`src/rtl/simd_sat_pkg.sv`:
```
package simd_sat_pkg;
  typedef enum logic [1:0] {
    MODE_WRAP = 2'd0,
    MODE_USAT = 2'd1,
    MODE_SSAT = 2'd2,
    MODE_SPARE = 2'd3
  } sat_mode_e;
endpackage

```
`src/rtl/sat_lane.sv`:
```
module sat_lane
  import simd_sat_pkg::*;
#(
  parameter int W = 8
) (
  input  logic [W-1:0] a,
  input  logic [W-1:0] b,
  input  logic         sub,
  input  sat_mode_e    mode,
  output logic [W-1:0] res,
  output logic         clamp
);
  localparam logic [W-1:0] SMAX = {1'b0, {(W-1){1'b1}}};
  localparam logic [W-1:0] SMIN = {1'b1, {(W-1){1'b0}}};

  logic [W:0] uext;
  logic [W:0] sext;

  always_comb begin
    uext = sub ? ({1'b0, a} - {1'b0, b}) : ({1'b0, a} + {1'b0, b});
    sext = sub ? ({a[W-1], a} - {b[W-1], b}) : ({a[W-1], a} + {b[W-1], b});
    res   = uext[W-1:0];
    clamp = 1'b0;
    unique case (mode)
      MODE_USAT: begin
        if (uext[W]) begin
          clamp = 1'b1;
          res   = sub ? '0 : '1;
        end
      end
      MODE_SSAT: begin
        if (sext[W] != sext[W-1]) begin
          clamp = 1'b1;
          res   = sext[W] ? SMIN : SMAX;
        end
      end
      default: ;
    endcase
  end

  always_comb begin

    usat_add_clamp_chk: assert (!(clamp && mode == MODE_USAT && !sub) || res == '1);

    usat_sub_clamp_chk: assert (!(clamp && mode == MODE_USAT && sub) || res == '0);

    ssat_clamp_value_chk: assert (!(clamp && mode == MODE_SSAT) || res == SMIN || res == SMAX);
  end
endmodule

```
`src/rtl/lane_bank.sv`:
```
module lane_bank
  import simd_sat_pkg::*;
#(
  parameter int DW = 64,
  parameter int W  = 8
) (
  input  logic [DW-1:0] a,
  input  logic [DW-1:0] b,
  input  logic          sub,
  input  sat_mode_e     mode,
  output logic [DW-1:0] res,
  output logic [DW/W-1:0] clamp
);
  localparam int NL = DW / W;

  for (genvar i = 0; i < NL; i++) begin : g_lane
    sat_lane #(.W(W)) u_lane (
      .a    (a[i*W +: W]),
      .b    (b[i*W +: W]),
      .sub  (sub),
      .mode (mode),
      .res  (res[i*W +: W]),
      .clamp(clamp[i])
    );
  end
endmodule

```
`src/rtl/simd_sat_addsub.sv`:
```
module simd_sat_addsub
  import simd_sat_pkg::*;
#(
  parameter int DW = 64,
  parameter int NARROW = 8,
  parameter int WIDE = 16
) (
  input  logic                 clk,
  input  logic                 rst,
  input  logic [DW-1:0]        a_i,
  input  logic [DW-1:0]        b_i,
  input  logic                 lane16_i,
  input  logic                 sub_i,
  input  logic [1:0]           mode_i,
  output logic [DW-1:0]        res_o,
  output logic [DW/NARROW-1:0] sat_o
);
  localparam int NLN = DW / NARROW;
  localparam int NLW = DW / WIDE;

  sat_mode_e         mode;
  logic [DW-1:0]     res_n, res_w, res_d;
  logic [NLN-1:0]    clp_n, clp_d;
  logic [NLW-1:0]    clp_w;

  assign mode = sat_mode_e'(mode_i);

  lane_bank #(.DW(DW), .W(NARROW)) u_narrow (
    .a(a_i), .b(b_i), .sub(sub_i), .mode(mode), .res(res_n), .clamp(clp_n)
  );

  lane_bank #(.DW(DW), .W(WIDE)) u_wide (
    .a(a_i), .b(b_i), .sub(sub_i), .mode(mode), .res(res_w), .clamp(clp_w)
  );

  always_comb begin
    if (lane16_i) begin
      res_d = res_w;
      clp_d = '0;
      clp_d[NLW-1:0] = clp_w;
    end else begin
      res_d = res_n;
      clp_d = clp_n;
    end
  end

  always_ff @(posedge clk) begin
    if (rst) begin
      res_o <= '0;
      sat_o <= '0;
    end else begin
      res_o <= res_d;
      sat_o <= clp_d;
    end
  end


  wrap_no_flag_chk: assert property (@(posedge clk) disable iff (rst)
    (mode_i == 2'd0 || mode_i == 2'd3) |=> sat_o == '0);


  wide_upper_flag_chk: assert property (@(posedge clk) disable iff (rst)
    lane16_i |=> sat_o[NLN-1:NLW] == '0);
endmodule

```
`config.mk`:
```
export PLATFORM = sky130hd
export DESIGN_NAME = simd_sat_addsub
export DESIGN_NICKNAME = d
export VERILOG_FILES = /design/src/rtl/simd_sat_pkg.sv /design/src/rtl/sat_lane.sv /design/src/rtl/lane_bank.sv /design/src/rtl/simd_sat_addsub.sv
export SDC_FILE = /design/constraint.sdc
export NUM_CORES = 1
export LEC_CHECK = 0
export ABC_AREA = 1
export BUFFER_PORTS_ARGS = -buffer_cell sky130_fd_sc_hd__buf_4
export CAP_MARGIN = 20
export CORE_ASPECT_RATIO = 0.8
export CORE_MARGIN = 2
export CORE_UTILIZATION = 54
export DETAILED_ROUTE_END_ITERATION = 7
export GPL_TIMING_DRIVEN = 0
export PLACE_DENSITY_LB_ADDON = 0.2
export SYNTH_ARGS = -nofsm -noshare
export SYNTH_HDL_FRONTEND = slang
export SYNTH_SLANG_ARGS = --single-unit
```
`constraint.sdc`:
```
create_clock -name clk -period 3.9 [get_ports clk]
set_clock_uncertainty 0.05 [all_clocks]
set_input_delay 0.39 -clock clk [delete_from_list [all_inputs] [get_ports clk]]
set_output_delay 0.39 -clock clk [all_outputs]
set_load 0.01 [all_outputs]
```
==> metrics.cfg, run 1 <==
[outcome]
status=completed

[worst_setup_path]
crit_start=sub_i
worstPathArrival_ns=4.00
endpoint_kind=flop
slowest_delay_ns=0.29
start_kind=input port
crit_end=res_o[27]
cpMaxStageDelayCell=ha_1
crit_top_cell=nand2_1
cp_max_fo=10
required_ns=4.11
critical_path_class=in -> reg

[clock_tree]
cts.sink_count=72
cts_buffers=9
cts_tree=done
cts_root_buf=clkbuf_16
path_clk_slew_ns=0.06
clockBufferDepth=2
htree_levels=3
cts_hold_buffers=0

[logic_synthesis]
avgSynthCellArea_um2=5.495
synth_nets=2784
ys_ff_latch=72
yosysUniqueCellTypes=52
syn_inst=2522
synth-seq-area-share_pct=10.40
synth_edf_count=0
synthArstFlopShare_pct=0
ys_warn_count=0
netlist_area_um2=13860
synth_ff_type=dfxtp_1

[grt]
grt_overflow=0
first_global_vias=15780
grt_pass1_wl_mm=82.27
grt_max_degree=13
antenna_found_initial=1
grtUsageTotal_pct=38.08

[drt]
finalWirelength_mm=53.94
viasPerCell=5.722
remaining_drc_errors=0
first_pass_iters=6
drt.antenna.violating_nets=0
avgRoutedWirePerCell_um=17.39
via_count=17750
drt_first_iter_violations=2089

[floorplan]
die_h_um=147.3
die_area_um2=26970
ioPinCount=206
design.core.area_um2=25240
initial_core_util_pct=54.90
rows=52
die_w_um=183.1

[placed_design]
dp_hpwl_mm=41.30
globalplace.congestion=1.001
dp.cells=3048
portBuffers=202
dpl_cell_area_um2=15800

[sta]
setup_viol=0
holdWs_ns=0.3592
final-hold-violation-count=0
max_freq_mhz=263.9
slew_viol_final=0
slew_headroom_pct=39.71
worst_slew_pin_slew_ns=0.9044
fin_crit_sh_pct=97.17
min_period_ns=3.789

[power_and_ir_drop]
power.total_mw=6.039
switching_share_pct=53.16
clockPowerShare_pct=13.1
seqPwrFrac_pct=14.7
p_per_area_nw_per_um2=354.5
peakVddDrop_uv=184.5
internal_power_mw=2.829
comb_power_share_pct=72.2
power_leakage_nw=9.352
switching_power_mw=3.210

[layout]
nNetsFinal=3036
nFillCells=2328
stdcell_count=3102
final_area_um2=17030
insertedDiodeCount=0
utilization_pct=67.48
area_growth_pct=22.90
drive_gt1_share_pct=15.98

[job]
cap_violations=0

[worst_hold_path]
hold_path.class=in -> reg

==> layer usage <==
layer	GRT usage [%]	vias to the layer above	wire length [um]
met4	14.68	2	1955
li1	-	8554	-
met3	8.478	182	6219
met1	50.55	7972	22330
met2	60.17	1040	23420
met5	0	-	13
==> power groups by stage <==
stage	combinational, mW	clock [mW]	sequential [mW]
2_1_floorplan	2.71	0	0.952
3_5_place_dp	3.92	0	0.905
5_1_grt	4.76	0.823	0.897
3_3_place_gp	3.83	0	0.903
4_1_cts	4.04	0.792	0.890
6_report	4.36	0.790	0.890
==> cell usage after synthesis (10+ instances only) <==
master / number / area (um^2)
nand2_1: 906 / 3401
nand2_2: 15 / 93.84
a31oi_1: 10 / 62.56
clkbuf_1: 38 / 142.6
xor2_1: 91 / 797.0
nand3_1: 216 / 1081
o21ai_1: 13 / 65.06
nor3_1: 10 / 50.05
nand4_1: 10 / 62.56
buf_2: 12 / 60.06
buf_1: 15 / 56.30
xnor2_1: 42 / 367.9
dfxtp_1: 72 / 1441
nor2_1: 155 / 581.8
inv_1: 320 / 1201
nand3_2: 10 / 100.1
o21ai_0: 118 / 590.6
inv_2: 11 / 41.29
a21oi_1: 228 / 1141
ha_1: 120 / 1501
==> cell type report <==
class                   instances  area, um^2  area share (%)
multi-input cells            2044       11290           66.29
repair buffers                241        1827           10.72
clock inverters                 6       37.54          0.2204
well taps                     324       405.4           2.380
flip-flops and latches         72        1441           8.462
plain buffers                  74       538.0           3.159
clock buffers                   9       225.2           1.322
inverters                     332        1267           7.441
==> state kept, by name, indices dropped and copies added, names as in the netlist <==
name and flops:
sat_o 8, res_o 64
==> layout by cell type (no fill, tap or decap), drive strengths merged, types with 3 or more instances in the layout <==
| master | netlist | layout |
|---|---|---|
| a21boi | 3 | 3 |
| a21o | 6 | 6 |
| a21oi | 236 | 236 |
| a31oi | 10 | 10 |
| and2 | 8 | 8 |
| buf | 36 | 277 |
| clkbuf | 38 | 47 |
| clkinv | 0 | 6 |
| dfxtp | 72 | 72 |
| fa | 8 | 8 |
| ha | 120 | 120 |
| inv | 332 | 332 |
| nand2 | 926 | 926 |
| nand3 | 226 | 226 |
| nand3b | 8 | 8 |
| nand4 | 10 | 10 |
| nor2 | 161 | 161 |
| nor3 | 13 | 13 |
| o21a | 6 | 6 |
| o21ai | 132 | 132 |
| o21bai | 5 | 5 |
| o31ai | 8 | 8 |
| or2 | 3 | 3 |
| xnor2 | 43 | 43 |
| xor2 | 96 | 96 |
==> worst max-delay path, delay by kind of cell <==
| family | cells | cell delay [ns] |
|---|---|---|
| XOR/XNOR | 1 | 0.16 |
| buffers and inverters | 8 | 1.05 |
| AO/OA/AOI/OAI | 4 | 0.63 |
| adder cells (fa/ha/maj) | 2 | 0.58 |
| AND/OR/NAND/NOR | 10 | 1.14 |
==> cell families after synthesis <==
family	Yosys count	share of synthesized area, %
buf+inv	406	11.42
xor+xnor	139	9.109
fa+ha+maj	128	11.99
simple gates	1357	40.67
mux	2	0.1535
flops	72	10.40
compound gates	418	16.26
==> metrics by stage <==
step / TNS [ns] / setup WS [ns]
4_1_cts: -0.06356 / -0.02668
3_5_place_dp: -113.16 / -1.944
6_report: 0 / 0.1105
3_3_place_gp: -108.70 / -1.846
5_1_grt: -0.1171 / -0.04074
2_1_floorplan: 0 / 0.002905
==> worst min-delay path by stage <==
stage	startpoint	end	slack, ns	cells after the start
5_1_grt	rst	res_o[55]	0.38	4
3_5_place_dp	rst	res_o[55]	0.71	4
3_3_place_gp	rst	res_o[55]	0.70	4
4_1_cts	rst	res_o[55]	0.34	4
2_1_floorplan	rst	sat_o[3]	0.54	3
6_report	rst	res_o[55]	0.36	4
==> timing repair <==
action                                  4_1_cts  5_1_grt
cloned                                        0        1
gates resized for setup                      74      106
buffers inserted                              5       33
endpoints found under the setup margin       72       69
pin swaps                                     6       22
(Power assumes the default switching activity.)
==> inputs of run 2 (changes only) <==
--- a/config.mk
+++ b/config.mk
@@ -10,10 +10,11 @@
 export CAP_MARGIN = 20
 export CORE_ASPECT_RATIO = 0.8
 export CORE_MARGIN = 2
-export CORE_UTILIZATION = 54
+export CORE_UTILIZATION = 55
 export DETAILED_ROUTE_END_ITERATION = 7
 export GPL_TIMING_DRIVEN = 0
 export PLACE_DENSITY_LB_ADDON = 0.2
 export SYNTH_ARGS = -nofsm -noshare
 export SYNTH_HDL_FRONTEND = slang
+export SYNTH_HIERARCHICAL = 1
 export SYNTH_SLANG_ARGS = --single-unit
==> metrics.cfg, run 2 <==
[sta]
worst_slew_pin_slew_ns=0.4967
final-hold-violation-count=0
finalSetupTns_ns=0
setup_viol=0
setup_slack_ns=0.3028
fin_crit_sh_pct=92.23
rsz0062_at_grt=false
max_freq_mhz=278.0
slew_headroom_pct=66.53
min_period_ns=3.597
slew_viol_final=0

[power_and_ir_drop]
power_leakage_nw=10.75
switching_power_mw=3.036
p_per_area_nw_per_um2=306.4
peakVddDrop_uv=201.7
switching_share_pct=50.75
comb_power_share_pct=71.9
seqPwrFrac_pct=14.8
internal_power_mw=2.947
clockPowerShare_pct=13.3

[drt]
finalWirelength_mm=49.31
first_pass_iters=7
remaining_drc_errors=0
via_count=18510
drt.antenna.violating_nets=0
avgRoutedWirePerCell_um=14.21
drt_first_iter_violations=1438
viasPerCell=5.332

[placed_design]
dp_hpwl_mm=40.26
globalplace.congestion=0.9489
dp.cells=3457
portBuffers=204
post-place-ws_ns=-0.4489

[clock_tree]
cts.sink_count=72
htree_levels=3
cts_hold_buffers=0
path_clk_slew_ns=0.07
cts_buffers=9
cts_tree=done
clockBufferDepth=2
cts_root_buf=clkbuf_16

[logic_synthesis]
netlist_area_um2=17150
synth_top_area_share_pct=16.55
synth_largest_area_cell=nand2_1
synth.area.top_cells=nand2_1 (17%), ha_1 (12%), inv_1 (9.5%), dfxtp_1 (8.4%), nor2_1 (6.9%)
synth-seq-area-share_pct=8.406
synth_ff_type=dfxtp_1
ys_warn_count=6
synth_common_cells=nand2_1 (756), inv_1 (436), nor2_1 (316)
synth_edf_count=0
synth_nets=3150
yosysUniqueCellTypes=50
avgSynthCellArea_um2=6.038
syn_inst=2840
ys_ff_latch=72
synthArstFlopShare_pct=0
yosysMostFrequentCell=nand2_1

[layout]
drive_gt1_share_pct=19.33
largest_register_ffs=64
largestRegisters=res_o x64, sat_o x8
utilization_pct=63.97
nNetsFinal=3366
insertedDiodeCount=0
area_growth_pct=13.86
top_register=res_o
layout_common_cells=nand2_1 (752), inv_1 (436), nor2_1 (310)
stdcell_count=3471
layout_commonest_cell=nand2_1

[worst_setup_path]
required_ns=4.11
start_kind=input port
endpoint_kind=flop
worstPathArrival_ns=3.81
crit_start=b_i[18]
cp_max_fo=7
critical_path_class=in -> reg

[grt]
grt_pass1_wl_mm=80.35
grt_overflow=0
antenna_found_initial=0
first_global_vias=16930
grtUsageTotal_pct=29.40
grt_max_degree=77

[floorplan]
ioPinCount=206
die_w_um=201.4
die_h_um=161.9
rows=57
initial_core_util_pct=56.18
design.core.area_um2=30520
die_area_um2=32620

[outcome]
status=completed

[job]
cap_violations=0

[worst_hold_path]
hold_path.class=in -> reg
min_from=rst

-- run 2: power by group through the flow --
stage          Clock, mW  Combinational, mW  Sequential (mW)
2_1_floorplan          0               3.10            0.947
3_3_place_gp           0               4.10            0.902
3_5_place_dp           0               4.20            0.903
4_1_cts            0.814               4.23            0.889
5_1_grt            0.836               4.80            0.895
6_report           0.795               4.30            0.888
-- run 2: metrics by stage --
step           hold WS, ns  area (um^2)  total power [mW]
2_1_floorplan       0.5222        17150             4.046
3_3_place_gp        0.6520        19200             5.003
3_5_place_dp        0.6705        19200             5.105
4_1_cts             0.2962        19460             5.933
5_1_grt             0.3078        19530             6.532
6_report            0.2956        19530             5.983
-- run 2: path summary, 6_finish.rpt --
| path | to | cells past startpoint |
|---|---|---|
| worst min-delay path | sat_o[4] | 3 |
| worst max-delay path | res_o[18] | 24 |
-- run 2: kinds of logic after synthesis --
| kind of cell | count (synthesis) | share of synthesized area [%] |
|---|---|---|
| xor gates and xnor gates | 208 | 10.97 |
| AOI/OAI and AO/OA | 412 | 15.73 |
| DFF | 72 | 8.406 |
| buffers and inverters | 511 | 12.10 |
| adders and majority gates | 176 | 13.37 |
| and+or+nand+nor | 1461 | 39.42 |
-- run 2: layer usage --
layer  vias to the layer above  wire [um]  track usage (%)
li1                       9435          -                -
met1                      8392      22950            39.75
met2                       601      22370            49.29
met3                        78       2831            3.531
met4                         0       1157            8.456
met5                         -          0                0
-- run 2: what timing repair did --
item / 4_1_cts / 5_1_grt
setup buffers: 0 / 1
pin swaps: 0 / 1
resized for setup: 1 / 27
setup endpoints to repair: 37 / 67
endpoints found under the hold margin: 0 / 0
-- run 2: critical path: stages --
cell     delay (ns)
buf_4          0.13
inv_1          0.13
nand4_1        0.16
nor3_1         0.24
inv_1          0.07
o21ai_1        0.23
o21ai_0        0.16
xor2_1         0.18
ha_1           0.40
nand2_1        0.09
nor2_1         0.19
and3_1         0.18
nand2_1        0.09
nand3_1        0.13
nand3_2        0.12
nand3_4        0.15
nand2_4        0.09
inv_6          0.10
nand2_1        0.07
a21oi_1        0.13
inv_1          0.05
nand2_1        0.09
nand2_1        0.06
nor2_1         0.17
-- run 2: cell type report --
cell class	instances	area, um^2
Buffer	26	216.5
Clock buffer	12	256.5
Clock inverter	1	5.005
Fill cell	2950	11000
Inverter	485	1861
Multi-Input combinational cell	2257	13680
Sequential cell	72	1441
Tap cell	413	516.7
Timing Repair Buffer	205	1551
==> inputs of run 3 (changes only) <==
--- a/config.mk
+++ b/config.mk
@@ -10,7 +10,7 @@
 export CAP_MARGIN = 20
 export CORE_ASPECT_RATIO = 0.8
 export CORE_MARGIN = 2
-export CORE_UTILIZATION = 55
+export CORE_UTILIZATION = 51
 export DETAILED_ROUTE_END_ITERATION = 7
 export GPL_TIMING_DRIVEN = 0
 export PLACE_DENSITY_LB_ADDON = 0.2
==> metrics.cfg, run 3 (same netlist as run 2, synthesis figures left out) <==
[floorplan]
die_h_um=168.0
die_w_um=209.0
rows=60
initial_core_util_pct=51.33
die_area_um2=35110
ioPinCount=206
design.core.area_um2=33410

[placed_design]
portBuffers=204
dpl_cell_area_um2=19220
globalplace.congestion=0.9356
dp_hpwl_mm=40.26

[sta]
fin_crit_sh_pct=93.16
final-hold-violation-count=0
slew_viol_final=0
min_period_ns=3.633
setup_viol=0
holdWs_ns=0.2817
max_freq_mhz=275.2
worst_slew_pin_slew_ns=0.4752
slew_headroom_pct=67.99
finalSetupTns_ns=0

[drt]
remaining_drc_errors=0
avgRoutedWirePerCell_um=14.16
drt.antenna.violating_nets=0
finalWirelength_mm=49.56
drt_first_iter_violations=1198
first_pass_iters=5
viasPerCell=5.233
via_count=18320

[outcome]
status=completed

[layout]
final_area_um2=19620
ff_latch_area_um2=1441
insertedDiodeCount=0
multi_input_area_um2=13670
largestRegisters=res_o x64, sat_o x8
area_growth_pct=14.40
top_register=res_o
layout_commonest_cell=nand2_1
largest_register_ffs=64
drive_gt1_share_pct=19.34
layout_common_cells=nand2_1 (753), inv_1 (436), nor2_1 (313)
nFillCells=3344
nNetsFinal=3371

[clock_tree]
cts_root_buf=clkbuf_16
path_clk_slew_ns=0.07
cts.sink_count=72
htree_levels=3
clockBufferDepth=2
cts_buffers=9
cts_tree=done

[power_and_ir_drop]
switching_share_pct=50.31
clockPowerShare_pct=14.9
internal_power_mw=3.031
peakVddDrop_uv=193.3
seqPwrFrac_pct=14.5
power_leakage_nw=10.79
power.total_mw=6.099
switching_power_mw=3.068
comb_power_share_pct=70.6
p_per_area_nw_per_um2=310.9

[worst_setup_path]
start_kind=input port
required_ns=4.12
cp_max_fo=10
worstPathArrival_ns=3.85
crit_start=b_i[32]
endpoint_kind=flop
critical_path_class=in -> reg

[job]
cap_violations=0

[worst_hold_path]
min_to=sat_o[3]
hold_path.class=in -> reg
hold_depth=4
min_from=lane16_i

[grt]
grt_overflow=0
grtUsageMet2_pct=46.42
antenna_found_initial=0
grt_max_degree=77
use_met3_pct=2.481
grt_pass1_wl_mm=80.90
grt-busiest-layer=met2
first_global_vias=17090
grtUsageMet1_pct=37.43
grtUsageTotal_pct=27.62

run 3: cell count changes in the layout (fill, tap and decap cells not counted), moves of 2 or more:
cell    change
buf_4       +5
nor2_2      -3
nor2_1      +3
ha_2        -2
ha_1        +2
run 3: power groups by stage:
stage               combinational (mW)  clock [mW]  sequential [mW]
floorplan                         3.10           0            0.947
global placement                  4.12           0            0.900
detailed placement                4.21           0            0.902
CTS                               4.24       0.935            0.887
global route                      4.81       0.963            0.894
finish                            4.30       0.911            0.884
run 3: final cells by class:
cell class | count | area share (%)
inverters | 485 | 9.484
flip-flops and latches | 72 | 7.347
plain buffers | 26 | 1.103
well taps | 434 | 2.768
clock inverters | 3 | 0.2041
clock buffers | 13 | 1.327
multi-input cells | 2257 | 69.67
repair buffers | 210 | 8.100
run 3: metal layers:
layer  wire length (um)  vias up
li1                   -     9439
met1              23540     8282
met2              22230      516
met3               2407       79
met4               1376        0
met5                  0        -
run 3: how the worst max path moves through the flow:
stage	depth (start not counted)	to
after floorplan	24	res_o[21]
after global placement	23	sat_o[1]
after detailed placement	23	sat_o[1]
after CTS	24	sat_o[1]
after global routing	24	res_o[38]
final	25	res_o[39]
run 3: through the flow:
| stage | cells | worst slack [ns] | utilization, % |
|---|---|---|---|
| floorplan | 2840 | 0.7064 | - |
| global placement | 3478 | -0.4661 | 57.54 |
| detailed placement | 3478 | -0.5356 | 57.54 |
| CTS | 3494 | 0.08068 | 58.45 |
| global route | 3500 | -0.01949 | 58.72 |
| finish | 3500 | 0.2666 | 58.72 |
run 3: repair_timing:
action	CTS	global route
hold buffers	0	0
setup endpoints to repair	41	67
buffers inserted	0	6
pin swaps	0	3
resized for setup	1	22
run 3: worst max-delay path, stage by stage:
cell and delay, ns:
buf_4 0.14, inv_1 0.09, ha_1 0.17, nand3_1 0.11
nor2_1 0.21, a21oi_1 0.13, nor2_1 0.19, o21ai_0 0.18
xor2_1 0.18, ha_1 0.37, nand2_1 0.09, nor2_1 0.18
and3_1 0.18, nand2_1 0.10, nand3_1 0.15, nand3_2 0.12
nand2_1 0.15, nand4_1 0.11, nand2_1 0.09, inv_2 0.09
o21ai_1 0.08, inv_1 0.05, nand2_1 0.08, nand2_1 0.05
nor2_1 0.17
